**config.mk**
```make
export PLATFORM = sky130hd
export DESIGN_NAME = spi_clkdiv_master
export DESIGN_NICKNAME = d
export VERILOG_FILES = /design/src/rtl/csm_pkg.sv /design/src/rtl/csm_phase_gen.sv /design/src/rtl/csm_frame_ctl.sv /design/src/rtl/csm_shifter.sv /design/src/rtl/spi_clkdiv_master.sv
export SDC_FILE = /design/constraint.sdc
export NUM_CORES = 1
export LEC_CHECK = 0
export ABC_AREA = 1
export BUFFER_PORTS_ARGS = -buffer_cell sky130_fd_sc_hd__buf_2
export CAP_MARGIN = 20
export CELL_PAD_IN_SITES_DETAIL_PLACEMENT = 1
export CELL_PAD_IN_SITES_GLOBAL_PLACEMENT = 2
export CORE_MARGIN = 10
export CORE_UTILIZATION = 33
export DETAILED_ROUTE_END_ITERATION = 12
export PLACE_DENSITY_LB_ADDON = 0.1
export SLEW_MARGIN = 10
export SYNTH_ARGS = -nofsm -noshare
export SYNTH_HDL_FRONTEND = slang
export SYNTH_SLANG_ARGS = --single-unit
```
**constraint.sdc**
```tcl
create_clock -name clk_i -period 2.9 [get_ports clk_i]
set_clock_uncertainty 0.15 [all_clocks]
set_input_delay 0 -clock clk_i [delete_from_list [all_inputs] [get_ports clk_i]]
set_output_delay 0 -clock clk_i [all_outputs]
set_load 0.03 [all_outputs]
```
**src/rtl/csm_pkg.sv**
```systemverilog
`timescale 1ns/1ps
package csm_pkg;

   typedef enum logic [1:0] {
      ST_IDLE = 2'd0,
      ST_LEAD = 2'd1,
      ST_LOW  = 2'd2,
      ST_HIGH = 2'd3
   } csm_state_t;

endpackage

```
**src/rtl/csm_phase_gen.sv**
```systemverilog
`timescale 1ns/1ps
// Derives phase lengths from the latched divide value and times each phase.
module csm_phase_gen
   import csm_pkg::*;
#(
   parameter int DIV_W = 8
) (
   input  logic             clk_i,
   input  logic             rst_ni,
   input  logic             load_i,
   input  logic [DIV_W-1:0] div_i,
   input  csm_state_t       state_i,
   output logic             phase_end_o,
   output logic             lead_mark_o
);
   localparam int CNT_W = DIV_W + 1;

   logic [DIV_W-1:0] d_eff;
   logic [CNT_W-1:0] per_d, lo_d, hi_d;
   logic [CNT_W-1:0] per_q, lo_q, hi_q;
   logic [CNT_W-1:0] cnt_q, len_sel;
   logic             active;

   // zero is treated as one so that each phase lasts at least one cycle
   assign d_eff = (div_i == '0) ? DIV_W'(1) : div_i;
   assign per_d = {1'b0, d_eff} + CNT_W'(1);
   assign lo_d  = per_d >> 1;
   assign hi_d  = per_d - lo_d;

   always_ff @(posedge clk_i or negedge rst_ni) begin
      if (!rst_ni) begin
         per_q <= CNT_W'(2);
         lo_q  <= CNT_W'(1);
         hi_q  <= CNT_W'(1);
      end else if (load_i) begin
         per_q <= per_d;
         lo_q  <= lo_d;
         hi_q  <= hi_d;
      end
   end

   assign active = (state_i != ST_IDLE);

   always_comb begin
      unique case (state_i)
         ST_LOW:  len_sel = lo_q;
         ST_HIGH: len_sel = hi_q;
         default: len_sel = per_q;
      endcase
   end

   assign phase_end_o = active && (cnt_q == len_sel - CNT_W'(1));
   assign lead_mark_o = (state_i == ST_LEAD) && (cnt_q == lo_q - CNT_W'(1));

   always_ff @(posedge clk_i or negedge rst_ni) begin
      if (!rst_ni) begin
         cnt_q <= '0;
      end else if (load_i || phase_end_o || !active) begin
         cnt_q <= '0;
      end else begin
         cnt_q <= cnt_q + CNT_W'(1);
      end
   end
endmodule

```
**src/rtl/csm_frame_ctl.sv**
```systemverilog
`timescale 1ns/1ps
// Frame sequencer: select, serial clock level, data enable and bit count.
module csm_frame_ctl
   import csm_pkg::*;
#(
   parameter int LEN_W = 6
) (
   input  logic             clk_i,
   input  logic             rst_ni,
   input  logic             start_i,
   input  logic [LEN_W-1:0] nbits_i,
   input  logic             phase_end_i,
   input  logic             lead_mark_i,
   output csm_state_t       state_o,
   output logic             load_o,
   output logic             sample_o,
   output logic             shift_o,
   output logic             finish_o,
   output logic             busy_o,
   output logic             done_o,
   output logic             ss_n_o,
   output logic             sclk_o,
   output logic             dx_en_o
);
   csm_state_t       state_q;
   logic [LEN_W-1:0] bits_q;
   logic             ss_n_q, sclk_q, en_q, done_q;
   logic             last_bit, no_bits;

   assign last_bit = (bits_q == LEN_W'(1));
   assign no_bits  = (bits_q == '0);

   assign load_o   = (state_q == ST_IDLE) && start_i;
   assign sample_o = phase_end_i &&
                     ((state_q == ST_LEAD) || ((state_q == ST_HIGH) && !no_bits));
   assign shift_o  = phase_end_i && (state_q == ST_LOW) && !last_bit;
   assign finish_o = phase_end_i && (state_q == ST_HIGH) && no_bits;

   always_ff @(posedge clk_i or negedge rst_ni) begin
      if (!rst_ni) begin
         state_q <= ST_IDLE;
         bits_q  <= '0;
         ss_n_q  <= 1'b1;
         sclk_q  <= 1'b1;
         en_q    <= 1'b0;
         done_q  <= 1'b0;
      end else begin
         done_q <= 1'b0;
         unique case (state_q)
            ST_IDLE: begin
               if (start_i) begin
                  state_q <= ST_LEAD;
                  ss_n_q  <= 1'b0;
                  bits_q  <= nbits_i;
               end
            end
            ST_LEAD: begin
               if (lead_mark_i) en_q <= 1'b1;
               if (phase_end_i) begin
                  state_q <= ST_LOW;
                  sclk_q  <= 1'b0;
               end
            end
            ST_LOW: begin
               if (phase_end_i) begin
                  state_q <= ST_HIGH;
                  sclk_q  <= 1'b1;
                  bits_q  <= bits_q - LEN_W'(1);
                  if (last_bit) en_q <= 1'b0;
               end
            end
            ST_HIGH: begin
               if (phase_end_i) begin
                  if (no_bits) begin
                     state_q <= ST_IDLE;
                     ss_n_q  <= 1'b1;
                     done_q  <= 1'b1;
                  end else begin
                     state_q <= ST_LOW;
                     sclk_q  <= 1'b0;
                  end
               end
            end
            default: state_q <= ST_IDLE;
         endcase
      end
   end

   assign state_o = state_q;
   assign busy_o  = (state_q != ST_IDLE);
   assign done_o  = done_q;
   assign ss_n_o  = ss_n_q;
   assign sclk_o  = sclk_q;
   assign dx_en_o = en_q;
endmodule

```
**src/rtl/csm_shifter.sv**
```systemverilog
`timescale 1ns/1ps
// Transmit and receive shift registers, MSB first.
module csm_shifter #(
   parameter int MAX_W = 32,
   parameter int LEN_W = 6
) (
   input  logic             clk_i,
   input  logic             rst_ni,
   input  logic             load_i,
   input  logic [MAX_W-1:0] tx_word_i,
   input  logic [LEN_W-1:0] nbits_i,
   input  logic             shift_i,
   input  logic             sample_i,
   input  logic             finish_i,
   input  logic             dr_i,
   output logic             dx_o,
   output logic [MAX_W-1:0] rx_word_o
);
   logic [MAX_W-1:0] tx_sr_q, rx_sr_q, rx_q;
   logic [LEN_W-1:0] sh_amt;

   // left-align so the top bit of the active word sits in the MSB
   assign sh_amt = LEN_W'(MAX_W) - nbits_i;

   always_ff @(posedge clk_i or negedge rst_ni) begin
      if (!rst_ni) begin
         tx_sr_q <= '0;
      end else if (load_i) begin
         tx_sr_q <= tx_word_i << sh_amt;
      end else if (shift_i) begin
         tx_sr_q <= {tx_sr_q[MAX_W-2:0], 1'b0};
      end
   end

   always_ff @(posedge clk_i or negedge rst_ni) begin
      if (!rst_ni) begin
         rx_sr_q <= '0;
      end else if (load_i) begin
         rx_sr_q <= '0;
      end else if (sample_i) begin
         rx_sr_q <= {rx_sr_q[MAX_W-2:0], dr_i};
      end
   end

   always_ff @(posedge clk_i or negedge rst_ni) begin
      if (!rst_ni) begin
         rx_q <= '0;
      end else if (finish_i) begin
         rx_q <= rx_sr_q;
      end
   end

   assign dx_o      = tx_sr_q[MAX_W-1];
   assign rx_word_o = rx_q;
endmodule

```
**src/rtl/spi_clkdiv_master.sv**
```systemverilog
`timescale 1ns/1ps
module spi_clkdiv_master
   import csm_pkg::*;
#(
   parameter  int MAX_W = 32,
   parameter  int MIN_W = 8,
   parameter  int DIV_W = 8,
   localparam int LEN_W = $clog2(MAX_W + 1)
) (
   input  logic             clk_i,
   input  logic             rst_ni,
   input  logic             start_i,
   input  logic [LEN_W-1:0] len_i,
   input  logic [DIV_W-1:0] div_i,
   input  logic [MAX_W-1:0] tx_word_i,
   output logic             busy_o,
   output logic             done_o,
   output logic [MAX_W-1:0] rx_word_o,
   output logic             spi_sclk_o,
   output logic             spi_ss_no,
   output logic             spi_dx_o,
   output logic             spi_dx_en_o,
   input  logic             spi_dr_i
);
   initial begin
      assert (MIN_W >= 2 && MIN_W <= MAX_W)
         else $fatal(1, "word length range is empty");
      assert (DIV_W >= 1 && DIV_W <= 16)
         else $fatal(1, "divide width out of range");
   end

   csm_state_t       state;
   logic [LEN_W-1:0] nbits;
   logic             load, sample, shift, finish;
   logic             phase_end, lead_mark;
   logic             dx_raw, dx_en;

   generate
      if (MIN_W == MAX_W) begin : g_fixed_len
         logic unused_len;
         assign unused_len = ^len_i;
         assign nbits      = LEN_W'(MAX_W);
      end else begin : g_clamp_len
         always_comb begin
            if (len_i < LEN_W'(MIN_W))      nbits = LEN_W'(MIN_W);
            else if (len_i > LEN_W'(MAX_W)) nbits = LEN_W'(MAX_W);
            else                            nbits = len_i;
         end
      end
   endgenerate

   csm_frame_ctl #(.LEN_W(LEN_W)) u_ctl (
      .clk_i       (clk_i),
      .rst_ni      (rst_ni),
      .start_i     (start_i),
      .nbits_i     (nbits),
      .phase_end_i (phase_end),
      .lead_mark_i (lead_mark),
      .state_o     (state),
      .load_o      (load),
      .sample_o    (sample),
      .shift_o     (shift),
      .finish_o    (finish),
      .busy_o      (busy_o),
      .done_o      (done_o),
      .ss_n_o      (spi_ss_no),
      .sclk_o      (spi_sclk_o),
      .dx_en_o     (dx_en)
   );

   csm_phase_gen #(.DIV_W(DIV_W)) u_phase (
      .clk_i       (clk_i),
      .rst_ni      (rst_ni),
      .load_i      (load),
      .div_i       (div_i),
      .state_i     (state),
      .phase_end_o (phase_end),
      .lead_mark_o (lead_mark)
   );

   csm_shifter #(.MAX_W(MAX_W), .LEN_W(LEN_W)) u_shift (
      .clk_i     (clk_i),
      .rst_ni    (rst_ni),
      .load_i    (load),
      .tx_word_i (tx_word_i),
      .nbits_i   (nbits),
      .shift_i   (shift),
      .sample_i  (sample),
      .finish_i  (finish),
      .dr_i      (spi_dr_i),
      .dx_o      (dx_raw),
      .rx_word_o (rx_word_o)
   );

   assign spi_dx_en_o = dx_en;
   assign spi_dx_o    = dx_en & dx_raw;
endmodule

```
-- After elaboration in Yosys (flattened, before gate mapping)
Cells that the tools add are included.
- eq/ne operators: 14
- add/sub/neg operators: 7
- order comparisons: 2
- shifts and indexed selects: 1
- multiply operators: 0
- muxes and demuxes: 34
- reduce and logical (&&, ||, !) cells: 30
- divide/modulo/power cells: 0
- bitwise logic cells: 1
- operator list (kind ; number):
    2-to-1 mux 32 bit ; 4
    left shift 32 x 6 -> 32 bit ; 1
    2-to-1 mux 6 bit ; 4
    == test 9 bit ; 2
    one-hot mux 9 bit (2 select lines) ; 1
    2-to-1 mux 1 bit ; 13
    one-hot mux 6 bit (2 select lines) ; 1
    AND reduction 4 bit ; 3
    nonzero test 2 bit ; 6
    2-to-1 mux 2 bit ; 5
    inequality test 2 x 1 -> 1 bit (second input constant) ; 5
    adder 8 x 1 -> 9 bit (second input constant) ; 1
    adder 9 x 1 -> 9 bit (second input constant) ; 1
    logical AND 1 bit ; 9
    2-to-1 mux 9 bit ; 1
    subtractor 8 x 1 -> 9 bit (second input constant) ; 1
    subtractor 9 x 1 -> 9 bit (second input constant) ; 1
    subtractor 9 x 8 -> 9 bit ; 1
    zero test 8 bit ; 1
    2-to-1 mux 8 bit ; 1
    one-hot mux 2 bit (4 select lines) ; 1
    == test 6 x 1 -> 1 bit (second input constant) ; 1
    > comparator 6 bit (second input constant) ; 1
    zero test 6 bit ; 1
    other kinds (15) ; 23
- output and inout port bits: 38
- memories: 0
- bits in read-only memories: 0
- latch bits: 0
- register bits: 143
- bits in writable memories: 0

-- Logic depth before layout (Yosys ltp)
Gate-level depths: netlist of the first run.
- depth after elaboration: 9
- depth in mapped cells: 21
- gate-level depth less buffers: 21

-- Hierarchy
Synthesis of the first run repeated with hierarchy kept, for this count alone.
- cell total of the unflattened synthesis: 1280
- area total of the unflattened synthesis: 9043.7 sq um
- modules (own cells, without submodules) (module ; area an instance (sq um) ; times used ; cells an instance):
    csm_shifter ; 5657.9 ; 1 ; 788
    csm_phase_gen ; 2477.4 ; 1 ; 355
    csm_frame_ctl ; 848.3 ; 1 ; 122
    spi_clkdiv_master ; 60.1 ; 1 ; 15

-- Worst setup path before layout of the first run
Ideal clock, no wire load.
- path type: input to register
- start: input len_i[0]
- end: register u_shift.tx_sr_q[22]
- buffers on the path: 6
- slack: 0.143 ns
- data arrival time: 2.490 ns
- cell stages on the path: 18
- setup time: 0.117 ns
- path through: inv_1 nor2_4 nand2_1 buf_2 buf_2 buf_2 ha_1 clkbuf_1 inv_1 clkbuf_1 clkbuf_1 o21ai_0 o21ai_0 nor2_1 o21ai_1 nand2_1 nand3_1 nand2_1
- cells in the longest elaborated chain, start to end: 6
- elaborated cells between the ends (all ways): 7
- classes of those cells: add/sub: 1; order compare: 2; shift: 1; mux: 3
- ends and longest elaborated chain (item ; line ; source):
    start, declared ; spi_clkdiv_master.sv:13 ; input logic [LEN_W-1:0] len_i,
    > comparator 6 bit ; spi_clkdiv_master.sv:46 ; else if (len_i > LEN_W'(MAX_W)) nbits = LEN_W'(MAX_W);
    2-to-1 mux 6 bit ; spi_clkdiv_master.sv:46 ;
    2-to-1 mux 6 bit (*) ; spi_clkdiv_master.sv:45 ; if (len_i < LEN_W'(MIN_W)) nbits = LEN_W'(MIN_W);
    subtractor 6 bit (*) ; csm_shifter.sv:23 ; assign sh_amt = LEN_W'(MAX_W) - nbits_i;
    left shift 32 x 6 -> 32 bit (*) ; csm_shifter.sv:29 ; tx_sr_q <= tx_word_i << sh_amt;
    2-to-1 mux 32 bit (*) ; csm_shifter.sv:28 ; end else if (load_i) begin
    end signal, assigned ; csm_shifter.sv:29 ;
    end signal, assigned ; csm_shifter.sv:31 ; tx_sr_q <= {tx_sr_q[MAX_W-2:0], 1'b0};
    end, declared ; csm_shifter.sv:19 ; logic [MAX_W-1:0] tx_sr_q, rx_sr_q, rx_q;
Every way passes the cells marked *; elsewhere a longest branch is shown, timed or not.
A chain may end at the register's enable or synchronous reset.

-- Final worst setup path of the first run
- start: register u_ctl.state_q[1], in the netlist u_ctl.state_o[1]
- end: register u_shift.tx_sr_q[6]
- cells in the longest elaborated chain, start to end: 8
- elaborated cells between the ends (all ways): 13
- classes of those cells: add/sub: 1; eq/ne: 3; mux: 2; reduce/logical: 7
- ends and longest elaborated chain (item ; line ; source):
    start, declared ; csm_frame_ctl.sv:25 ; csm_state_t state_q;
    start signal, assigned ; csm_frame_ctl.sv:41 ; state_q <= ST_IDLE;
    start signal, assigned ; csm_frame_ctl.sv:52 ; state_q <= ST_LEAD;
    start signal, assigned ; csm_frame_ctl.sv:60 ; state_q <= ST_LOW;
    == test 2 bit (on tied branches) ; csm_phase_gen.sv:45, csm_frame_ctl.sv:36 ;
    one-hot mux 9 bit (2 select lines) ; csm_phase_gen.sv:45 ; unique case (state_i)
    subtractor 9 x 1 -> 9 bit ; csm_phase_gen.sv:52 ; assign phase_end_o = active && (cnt_q == len_sel - CNT_W'(1));
    == test 9 bit ; csm_phase_gen.sv:52 ;
    logical AND 1 bit ; csm_phase_gen.sv:52 ;
    logical AND 1 bit (2 in series) ; csm_frame_ctl.sv:36 ; assign shift_o = phase_end_i && (state_q == ST_LOW) && !last_bit;
    nonzero test 2 bit (no source line) ; n/a ;
Several ways; a longest one is shown, not always the timed one.

==> results.json, run 1 <==
{
  "drive_gt1_share_pct": 16.5,
  "avgSynthCellArea_sq_um": 6.66,
  "leakagePower_nw": 5.82,
  "yosysSeqAreaShare_pct": 38.2,
  "clockBufferDepth": 2,
  "synthesis.area_sq_mm": 0.00886,
  "setup_viol": 0,
  "critPathBufInv": 4,
  "finalCriticalPeriod_ns": 2.78,
  "start_util_pct": 33.8,
  "slowest_stage": "dfrtp_1",
  "cp.arrival_ns": 2.94,
  "ios": 88,
  "start_kind": "flip-flop",
  "worst_path_most_repeated_cell": "nand2_1",
  "wl_met2_um": 14800,
  "grt_pass1_vias": 9341,
  "synth_seq_cells": 135,
  "routed_via_density": 5.02,
  "period_share_pct": 95.9,
  "num-nets-final": 1505,
  "die_area_sq_mm": 0.0338,
  "utilization_pct": 41.6,
  "worstPathMaxFanout": 8,
  "grt_use_total_pct": 17.4,
  "synth.largest_area_cell": "dfrtp_1",
  "antenna_left": 0,
  "dr_wl_met3_um": 721,
  "antenna_found_initial": 0,
  "area_growth_pct": 23.2,
  "syn-num-nets": 1397,
  "holdCritPathClass": "in2reg",
  "place.gp.congestion": 0.810,
  "n_antenna_cell": 0,
  "cts_root_buf": "clkbuf_16",
  "routed.top_layer": "met4",
  "die_h_um": 184,
  "clock-sinks": 135,
  "max_slew_margin_pct": 61.8,
  "max_stage_delay_ns": 0.43,
  "p_per_area_mw_per_mm2": 441,
  "whs_path_depth": 8,
  "grt_max_degree": 60,
  "drcViolationCount": 0,
  "synth_cell_type_count": 39,
  "h-tree-depth": 4,
  "core_sq_mm": 0.0262,
  "final_common_cell": "nand2_1",
  "yosysWarningCount": 0,
  "holdWs_ns": 0.0593,
  "cts_buffers": 17,
  "wl_um": 29500,
  "num_vias": 8964,
  "netlist_top_cells_area": "dfrtp_1 37%, nand2_1 24%, nand3_1 10%",
  "rr_worst_depth": 19,
  "fmax_mhz": 359,
  "pre_cts_ws_ns": -0.137,
  "drt_iter0_markers": 453,
  "avgRoutedWirePerCell_um": 16.5,
  "crit_cells": 19,
  "wl_met1_um": 13600,
  "globalRoute.totalOverflow": 0,
  "hpwl_um": 21000,
  "finalHoldViolations": 0,
  "rsz0062_at_grt": "true",
  "rows": 59,
  "final_max_slew_viol_count": 0,
  "clock_latency_ns": 0.42,
  "path_clk_slew_ns": 0.07,
  "critPathKind": "reg2reg",
  "first_pass_iters": 5,
  "port-buffer-count": 87,
  "netlist_instances": 1331,
  "path_cells": "buf_12 -> nor2_1 -> nand3b_4 -> inv_2 -> ha_4 -> nand4_1 -> nor2_2 -> buf_4 -> nand2_1 -> nand2_1 -> nand2_1 -> nand2_2 -> nor2_4 -> nand4_1 -> nand2_2 -> nand2_4 -> clkbuf_16 -> nand2_1 -> nand2_1",
  "peakVddDrop_uv": 259,
  "worstPathRequired_ns": 3.05,
  "endpoint_kind": "flip-flop",
  "die_w_um": 184,
  "finalWorstSetupSlack_ns": 0.118,
  "synth_top_area_share_pct": 37.0,
  "status": "finished, final reports clean",
  "cts_tree": "yes",
  "tightest_slew_ns": 0.571,
  "path_delay_family": "simple AND/OR/NAND/NOR gates",
  "final_cell_mix": "542 x nand2_1, 178 x nand3_1, 130 x dfrtp_1, 100 x o21ai_0, 86 x inv_1",
  "maxCapViolCount": 0,
  "grt_pass1_wl_um": 48000
}
==> Yosys cell counts (all sizes together) <==
cell type,number
a211oi,2
a21oi,9
a31o,1
and3,1
buf,39
clkbuf,32
clkinv,1
dfrtp,131
dfstp,4
ha,16
inv,96
mux2i,2
nand2,562
nand3,186
nand3b,3
nand4,11
nor2,64
nor3,5
nor3b,2
nor4,4
o2111ai,1
o211ai,28
o21ai,105
o22ai,1
or2,3
xnor2,3
xor2,19
==> routing by layer <==
metal  up-vias  GRT usage [%]
met2        91           30.8
met3        24           2.81
met5         -              0
met1      4339           21.4
li1       4510              -
met4         0           4.20
==> final timing paths <==
path,startpoint,end,slack (ns)
worst max-delay path,u_ctl.state_o[1],u_shift.tx_sr_q[6],0.12
worst min-delay path,len_i[3],u_ctl.bits_q[4],0.06
worst max register to register,u_ctl.state_o[1],u_shift.tx_sr_q[6],0.12
worst min register to register,u_shift.tx_sr_q[5],u_shift.tx_sr_q[5],0.32
max in group asynchronous,rst_ni,u_phase.cnt_q[4],0.95
min in group asynchronous,rst_ni,u_ctl.bits_q[5],0.48
==> stage by stage <==
stage                     area, sq um  std cells  TNS (ns)  total power, mW
after global routing            10900       1787     -1.24             5.05
after CTS                       10500       1770         0             4.83
after detailed placement         9740       1718     -9.80             2.61
final                           10900       1787         0             4.81
after global placement           9740       1718     -4.42             2.61
after floorplan                  8860       1331         0             2.35
==> report_power, final <==
part | switching, mW | leakage, nW | internal [mW]
clock | 0.949 | 0.273 | 1.23
sequential | 0 | 1.65 | 1.88
combinational | 0.500 | 3.90 | 0.253
total | 1.45 | 5.82 | 3.36
==> logic make-up after synthesis <==
family,Yosys count,share of synthesized area [%]
simple gates,841,39.8
buf+inv,168,7.95
compound gates,147,9.25
flops,135,38.2
xor+xnor,22,2.34
fa+ha+maj,16,2.26
mux,2,0.226
==> sequential cells by signal (all words and copies together), names as in the netlist, 2 cells and up <==
signal             count
u_ctl.bits_q           6
u_ctl.state_o          2
u_phase.cnt_q          9
u_phase.hi_q           9
u_phase.per_q          9
u_shift.rx_sr_q       32
u_shift.rx_word_o     32
u_shift.tx_sr_q       32
==> worst min-delay path: stages <==
cell,delay (ns)
buf_2,0.10
nor2_1,0.04
nand4_1,0.06
nand2_1,0.05
nand2_1,0.12
o21ai_0,0.09
nand2_1,0.06
o21ai_0,0.06
==> area by class of cell <==
cell class	count	area (sq um)
clock inverters	14	138
clock buffers	18	439
inverters	97	380
flip-flops and latches	135	3380
repair buffers	158	1180
repair inverters	2	12.5
multi-input cells	1028	4960
fillers	3344	15300
well taps	335	419
==> timing repair <==
item | 4_1_cts | 5_1_grt
endpoints found under the setup margin | 109 | 115
setup buffers | 0 | 14
hold buffers | 20 | 1
gates resized for setup | 6 | 56
gates cloned | 0 | 5
pin swaps | 2 | 18
hold endpoints to repair | 153 | 1
(Power assumes the default switching activity.)
==> run 2, diff against run 1 <==
- BUFFER_PORTS_ARGS: -buffer_cell sky130_fd_sc_hd__buf_2 -> -buffer_cell sky130_fd_sc_hd__buf_4
==> run 2 against run 1 <==
  * The run now ends with hold timing left
  * Cell count is 0.56% lower
  * Setup slack worse by 0.0067 ns
  * Critical path depth is 1 lower
  * Clock power is 6% higher
  * Utilization is 0.76 points higher
  * Clock-buffer cell count stayed put
  * Sequential share of layout area is 0.55 points lower
  * Sequential cell count stayed put
  * Final area is 1.8% higher
==> results.json, run 2 (synthesis results as in run 1) <==
{
  "routed_via_density": 5.02,
  "avgRoutedWirePerCell_um": 16.5,
  "max_slew_margin_pct": 56.9,
  "antenna_left": 0,
  "cp.arrival_ns": 2.95,
  "start_kind": "flip-flop",
  "peakVddDrop_uv": 321,
  "r2r-end": "u_shift.tx_sr_q[23]",
  "num_vias": 8915,
  "hpwl_um": 20700,
  "met1_usage_pct": 21.5,
  "final_max_slew_viol_count": 0,
  "drt_iter0_markers": 490,
  "clock_latency_ns": 0.42,
  "first_pass_iters": 4,
  "grt_pass1_wl_um": 48100,
  "status": "complete, but fails checks",
  "path_clk_slew_ns": 0.06,
  "h-tree-depth": 4,
  "place.gp.congestion": 0.818,
  "violations": "hold timing",
  "rows": 59,
  "period_share_pct": 96.2,
  "globalRoute.totalOverflow": 0,
  "drive_gt1_share_pct": 17.3,
  "fmax_mhz": 359,
  "core_sq_mm": 0.0262,
  "final_cell_mix": "525 x nand2_1, 181 x nand3_1, 129 x dfrtp_1, 119 x buf_4, 101 x o21ai_0",
  "grt_use_total_pct": 17.4,
  "rr_startpoint": "u_ctl.state_o[1]",
  "hold_end": "u_ctl.bits_q[1]",
  "holdCritPathClass": "in2reg",
  "antenna_found_initial": 0,
  "leakagePower_nw": 5.82,
  "drcViolationCount": 0,
  "worstPathMaxFanout": 8,
  "worstPathRequired_ns": 3.06,
  "area_growth_pct": 25.4,
  "grt_pass1_vias": 9236,
  "busiest_layer": "met2",
  "finalHoldViolations": 1,
  "finalPower_mw": 4.93,
  "start_util_pct": 33.8,
  "p_per_area_mw_per_mm2": 444,
  "wl_um": 29400,
  "cts_root_buf": "clkbuf_16",
  "num-nets-final": 1495,
  "final_common_cell": "nand2_1",
  "die_w_um": 184,
  "tightest_slew_ns": 0.640,
  "r2r_slack_ns": 0.11,
  "clock-sinks": 135,
  "min_from": "len_i[1]",
  "cts_tree": "yes",
  "ios": 88,
  "grt_max_degree": 98,
  "rr_worst_depth": 18,
  "rsz0062_at_grt": "true",
  "finalCriticalPeriod_ns": 2.79,
  "critPathKind": "reg2reg",
  "use_met3_pct": 2.57,
  "grt_util_met2_pct": 31.0,
  "die_area_sq_mm": 0.0338,
  "holdWs_ns": -0.00716,
  "endpoint_kind": "flip-flop",
  "maxCapViolCount": 0,
  "whs_path_depth": 5,
  "nFillCells": 3341,
  "clockBufferDepth": 2,
  "setup_viol": 0,
  "cts_buffers": 17,
  "port-buffer-count": 87,
  "die_h_um": 184,
  "n_antenna_cell": 0
}
[run 2: area by class of cell]
cell class              count  area (sq um)  share of cell area (%)
flip-flops and latches    135          3390                    30.5
well taps                 335           419                    3.77
inverters                  97           380                    3.42
multi-input cells        1028          5010                    45.1
repair inverters            1          7.51                  0.0676
clock buffers              18           439                    3.95
clock inverters            14           165                    1.49
repair buffers            149          1310                    11.8
[run 2: how the worst max path moves through the flow]
stage | start | end | slack, ns | depth (start not counted)
6_report | u_ctl.state_o[1] | u_shift.tx_sr_q[23] | 0.11 | 18
5_1_grt | u_ctl.state_o[0] | u_shift.tx_sr_q[3] | -0.06 | 16
4_1_cts | u_ctl.state_o[0] | u_shift.rx_word_o[17] | 0.002 | 18
3_5_place_dp | u_ctl.state_o[1] | u_shift.rx_sr_q[27] | -0.13 | 18
3_3_place_gp | u_phase.per_q[1] | u_shift.rx_sr_q[8] | -0.006 | 16
2_1_floorplan | len_i[0] | u_shift.tx_sr_q[22] | 0.14 | 18
[run 2: where the power goes]
part	leakage [nW]	internal, mW	switching, mW	total, mW
logic	3.89	0.262	0.503	0.764
clock network	0.284	1.32	0.968	2.29
registers	1.65	1.88	0	1.88
total	5.82	3.46	1.47	4.93
[run 2: metrics by stage]
step | worst slack (ns) | area (sq um) | instances | TNS, ns | util [%]
final | 0.111 | 11100 | 1777 | 0 | 42.4
after global routing | -0.0582 | 11100 | 1777 | -1.22 | 42.4
after CTS | 0.00218 | 10700 | 1765 | 0 | 41.0
after detailed placement | -0.131 | 9930 | 1715 | -9.40 | 37.9
after global placement | -0.00649 | 9930 | 1715 | -0.0111 | 37.9
after floorplan | 0.143 | 8860 | 1331 | 0 | -
[run 2: timing repair]
| item | in CTS | in global routing |
|---|---|---|
| resized for setup | 4 | 69 |
| pin swaps | 0 | 18 |
| hold buffers | 18 | 0 |
| cloned | 0 | 4 |
| setup endpoints to repair | 103 | 116 |
| hold endpoints to repair | 155 | 0 |
| buffers inserted | 0 | 8 |
[run 2: metal layers]
metal / share of wire, % / wire length [um] / vias up
li1: - / - / 4483
met1: 45 / 13300 / 4333
met2: 51 / 15100 / 78
met3: 2.3 / 672 / 21
met4: 1.0 / 301 / 0
met5: 0 / 0 / -
[run 2: critical path, cell delays in order (launching register included)]
cell	delay (ns)
dfrtp_2	0.46
inv_2	0.10
nor2_4	0.04
nand2_2	0.07
nand3b_4	0.10
inv_4	0.08
ha_4	0.14
nand4_1	0.15
nor2_2	0.17
nand4_1	0.08
nand2_1	0.10
nand2_2	0.07
nor2_4	0.14
nand4_1	0.20
nand2_2	0.21
nand2_4	0.12
clkbuf_16	0.19
nand2_1	0.06
nand2_1	0.05
==> run 3, diff against run 2 <==
- clock period: 2.9 -> 2.8 ns (I/O delays scaled with it)
==> run 3 against run 2 <==
  * The flow finishes with violations (hold timing, setup timing)
  * Sequential share of layout area is 0.27 points lower
  * Maximum frequency is 1.4% lower
  * Register-to-register slack worse by 0.14 ns
  * Critical path depth is 2 lower
  * Cell count is 0.73% higher
  * First-iteration DRC count is 20% higher
  * Die area stayed put
  * Setup slack worse by 0.14 ns
  * Global-route usage is 0.30 points higher
  * Final area is 0.90% higher
  * Non-clock buffer count is 13 higher
  * Clock-buffer cell count is 1 lower
  * Critical path type unchanged
==> results.json, run 3 (synthesis results as in run 1) <==
{
  "p_int_mw": 3.40,
  "start_util_pct": 33.8,
  "maxCapViolCount": 0,
  "grt_pass1_wl_um": 49000,
  "tightest_slew_ns": 0.755,
  "routed_via_density": 4.99,
  "die_w_um": 184,
  "regArea_sq_mm": 0.00339,
  "holdWs_ns": -0.0229,
  "die_area_sq_mm": 0.0338,
  "fmax_mhz": 353,
  "num_vias": 8926,
  "wl_um": 29900,
  "period_share_pct": 101,
  "finalHoldViolations": 1,
  "setup_viol": 17,
  "place.gp.congestion": 0.801,
  "cp.arrival_ns": 2.99,
  "rows": 59,
  "endpoint_kind": "flip-flop",
  "power_frac_seq_pct": 39.5,
  "first_pass_iters": 4,
  "peakVddDrop_uv": 266,
  "avgRoutedWirePerCell_um": 16.7,
  "max_stage_delay_ns": 0.48,
  "antenna_found_initial": 0,
  "cts_root_buf": "clkbuf_16",
  "cts_buffers": 17,
  "p_per_area_mw_per_mm2": 440,
  "drcViolationCount": 0,
  "final_common_cell": "nand2_1",
  "drt_iter0_markers": 590,
  "die_h_um": 184,
  "n_antenna_cell": 0,
  "final_cell_mix": "518 x nand2_1, 178 x nand3_1, 129 x dfrtp_1, 128 x buf_4, 100 x o21ai_0",
  "nFillCells": 3282,
  "drive_gt1_share_pct": 18.6,
  "dpl_cell_area_sq_mm": 0.0100,
  "grt_max_degree": 76,
  "status": "complete, but fails checks",
  "worst_path_most_repeated_cell": "nand2_1",
  "clockBufferDepth": 2,
  "utilization_pct": 42.8,
  "holdCritPathClass": "in2reg",
  "final_max_slew_viol_count": 0,
  "finalWorstSetupSlack_ns": -0.0296,
  "path_delay_family": "simple AND/OR/NAND/NOR gates",
  "num-nets-final": 1508,
  "slowest_stage": "dfrtp_2",
  "final_area_sq_mm": 0.0112,
  "hpwl_um": 21100,
  "core_sq_mm": 0.0262,
  "critPathKind": "reg2reg",
  "globalRoute.totalOverflow": 0,
  "grt_pass1_vias": 9459,
  "switching_share_pct": 31.1,
  "rsz0062_at_grt": "true",
  "start_kind": "flip-flop",
  "finalCriticalPeriod_ns": 2.83,
  "path_cells": "nand3_2 -> nand2_1 -> nor2_4 -> ha_4 -> nand4_1 -> nor2_2 -> nand4_1 -> nand2_1 -> nand2_2 -> nor2_4 -> nand4_1 -> nand2_2 -> nand2_4 -> clkbuf_16 -> nand2_1 -> nand2_1",
  "leakagePower_nw": 5.91,
  "max_slew_margin_pct": 49.7,
  "antenna_left": 0,
  "h-tree-depth": 4,
  "clock_latency_ns": 0.43,
  "pwr-share-clk_pct": 44.3,
  "area_growth_pct": 26.6,
  "worstPathMaxFanout": 8,
  "violations": "hold timing, setup timing",
  "clock-sinks": 135,
  "path_clk_slew_ns": 0.07,
  "grt_use_total_pct": 17.7,
  "ios": 88,
  "worstPathRequired_ns": 2.96,
  "port-buffer-count": 87,
  "multi_input_area_sq_mm": 0.00502,
  "p_sw_mw": 1.53,
  "critPathBufInv": 1,
  "cts_tree": "yes",
  "combPwrFrac_pct": 16.2
}
==> run 3: cell types whose count changed in the layout (fill, tap and decap cells not counted), moves of 2 or more <==
cell	delta
buf_12	+3
buf_4	+9
bufinv_16	-2
dlymetal6s4s_1	+2
inv_6	+2
nand2_1	-7
nand2_2	+8
nand3_1	-3
nand3_2	+3
nor2_1	+2
nor2_2	-2
==> run 3: path summary, 6_finish.rpt <==
kind,startpoint,to,slack [ns],cells after the start
worst max-delay path,u_ctl.state_o[1],u_shift.tx_sr_q[31],-0.03,16
worst min-delay path,div_i[2],u_phase.hi_q[1],-0.02,5
worst max register to register,u_ctl.state_o[1],u_shift.tx_sr_q[31],-0.03,16
worst min register to register,u_shift.tx_sr_q[20],u_shift.tx_sr_q[20],0.32,2
max in group asynchronous,rst_ni,u_shift.tx_sr_q[14],1.62,3
min in group asynchronous,rst_ni,u_ctl.dx_en_o,0.03,2
==> run 3: per-stage QoR <==
| stage | total power, mW | TNS (ns) | hold WS, ns | std cells | worst slack (ns) |
|---|---|---|---|---|---|
| floorplan | 2.43 | 0 | -0.446 | 1331 | 0.0432 |
| global placement | 2.74 | 0 | -0.0443 | 1728 | 0.0662 |
| detailed placement | 2.74 | -2.07 | -0.0452 | 1728 | -0.0484 |
| CTS | 4.98 | 0 | 0.00303 | 1778 | 0.00294 |
| global route | 5.20 | -9.63 | 0.0173 | 1790 | -0.170 |
| finish | 4.94 | -0.287 | -0.0229 | 1790 | -0.0296 |
==> run 3: power groups by stage <==
stage / Clock [mW] / Sequential [mW] / Combinational, mW
global placement: 0 / 1.99 / 0.751
floorplan: 0 / 1.99 / 0.447
detailed placement: 0 / 1.99 / 0.755
finish: 2.19 / 1.95 / 0.800
global route: 2.34 / 1.95 / 0.913
CTS: 2.25 / 1.95 / 0.781
==> run 3: worst reg2reg max path, cell delays in order (launching register included) <==
cell	delay [ns]
dfrtp_2	0.48
nand3_2	0.11
nand2_1	0.09
nor2_4	0.16
ha_4	0.16
nand4_1	0.19
nor2_2	0.21
nand4_1	0.10
nand2_1	0.09
nand2_2	0.07
nor2_4	0.12
nand4_1	0.19
nand2_2	0.20
nand2_4	0.12
clkbuf_16	0.20
nand2_1	0.06
nand2_1	0.05
==> run 3: what timing repair did <==
| action | 4_1_cts | 5_1_grt |
|---|---|---|
| hold buffers | 18 | 0 |
| gates resized for setup | 4 | 83 |
| hold endpoints to repair | 120 | 0 |
| setup buffers | 0 | 8 |
| cloned | 0 | 4 |
| pin swaps | 0 | 18 |
| endpoints found under the setup margin | 97 | 118 |
==> run 3: per-layer routing <==
layer	wire length (um)	part of all wire (%)	track usage [%]	vias up
met2	15300	51	31.5	85
met4	216	0.72	3.24	0
met3	655	2.2	2.87	14
met1	13700	46	22.1	4322
met5	0	0	0	-
li1	-	-	-	4505
==> run 3: area by class of cell <==
type | instances | share of cell area, %
Clock buffer | 17 | 3.79
Timing Repair Buffer | 162 | 12.8
Sequential cell | 135 | 30.2
Clock inverter | 15 | 1.19
Tap cell | 335 | 3.74
Timing Repair inverter | 1 | 0.0669
Inverter | 97 | 3.46
Multi-Input combinational cell | 1028 | 44.7
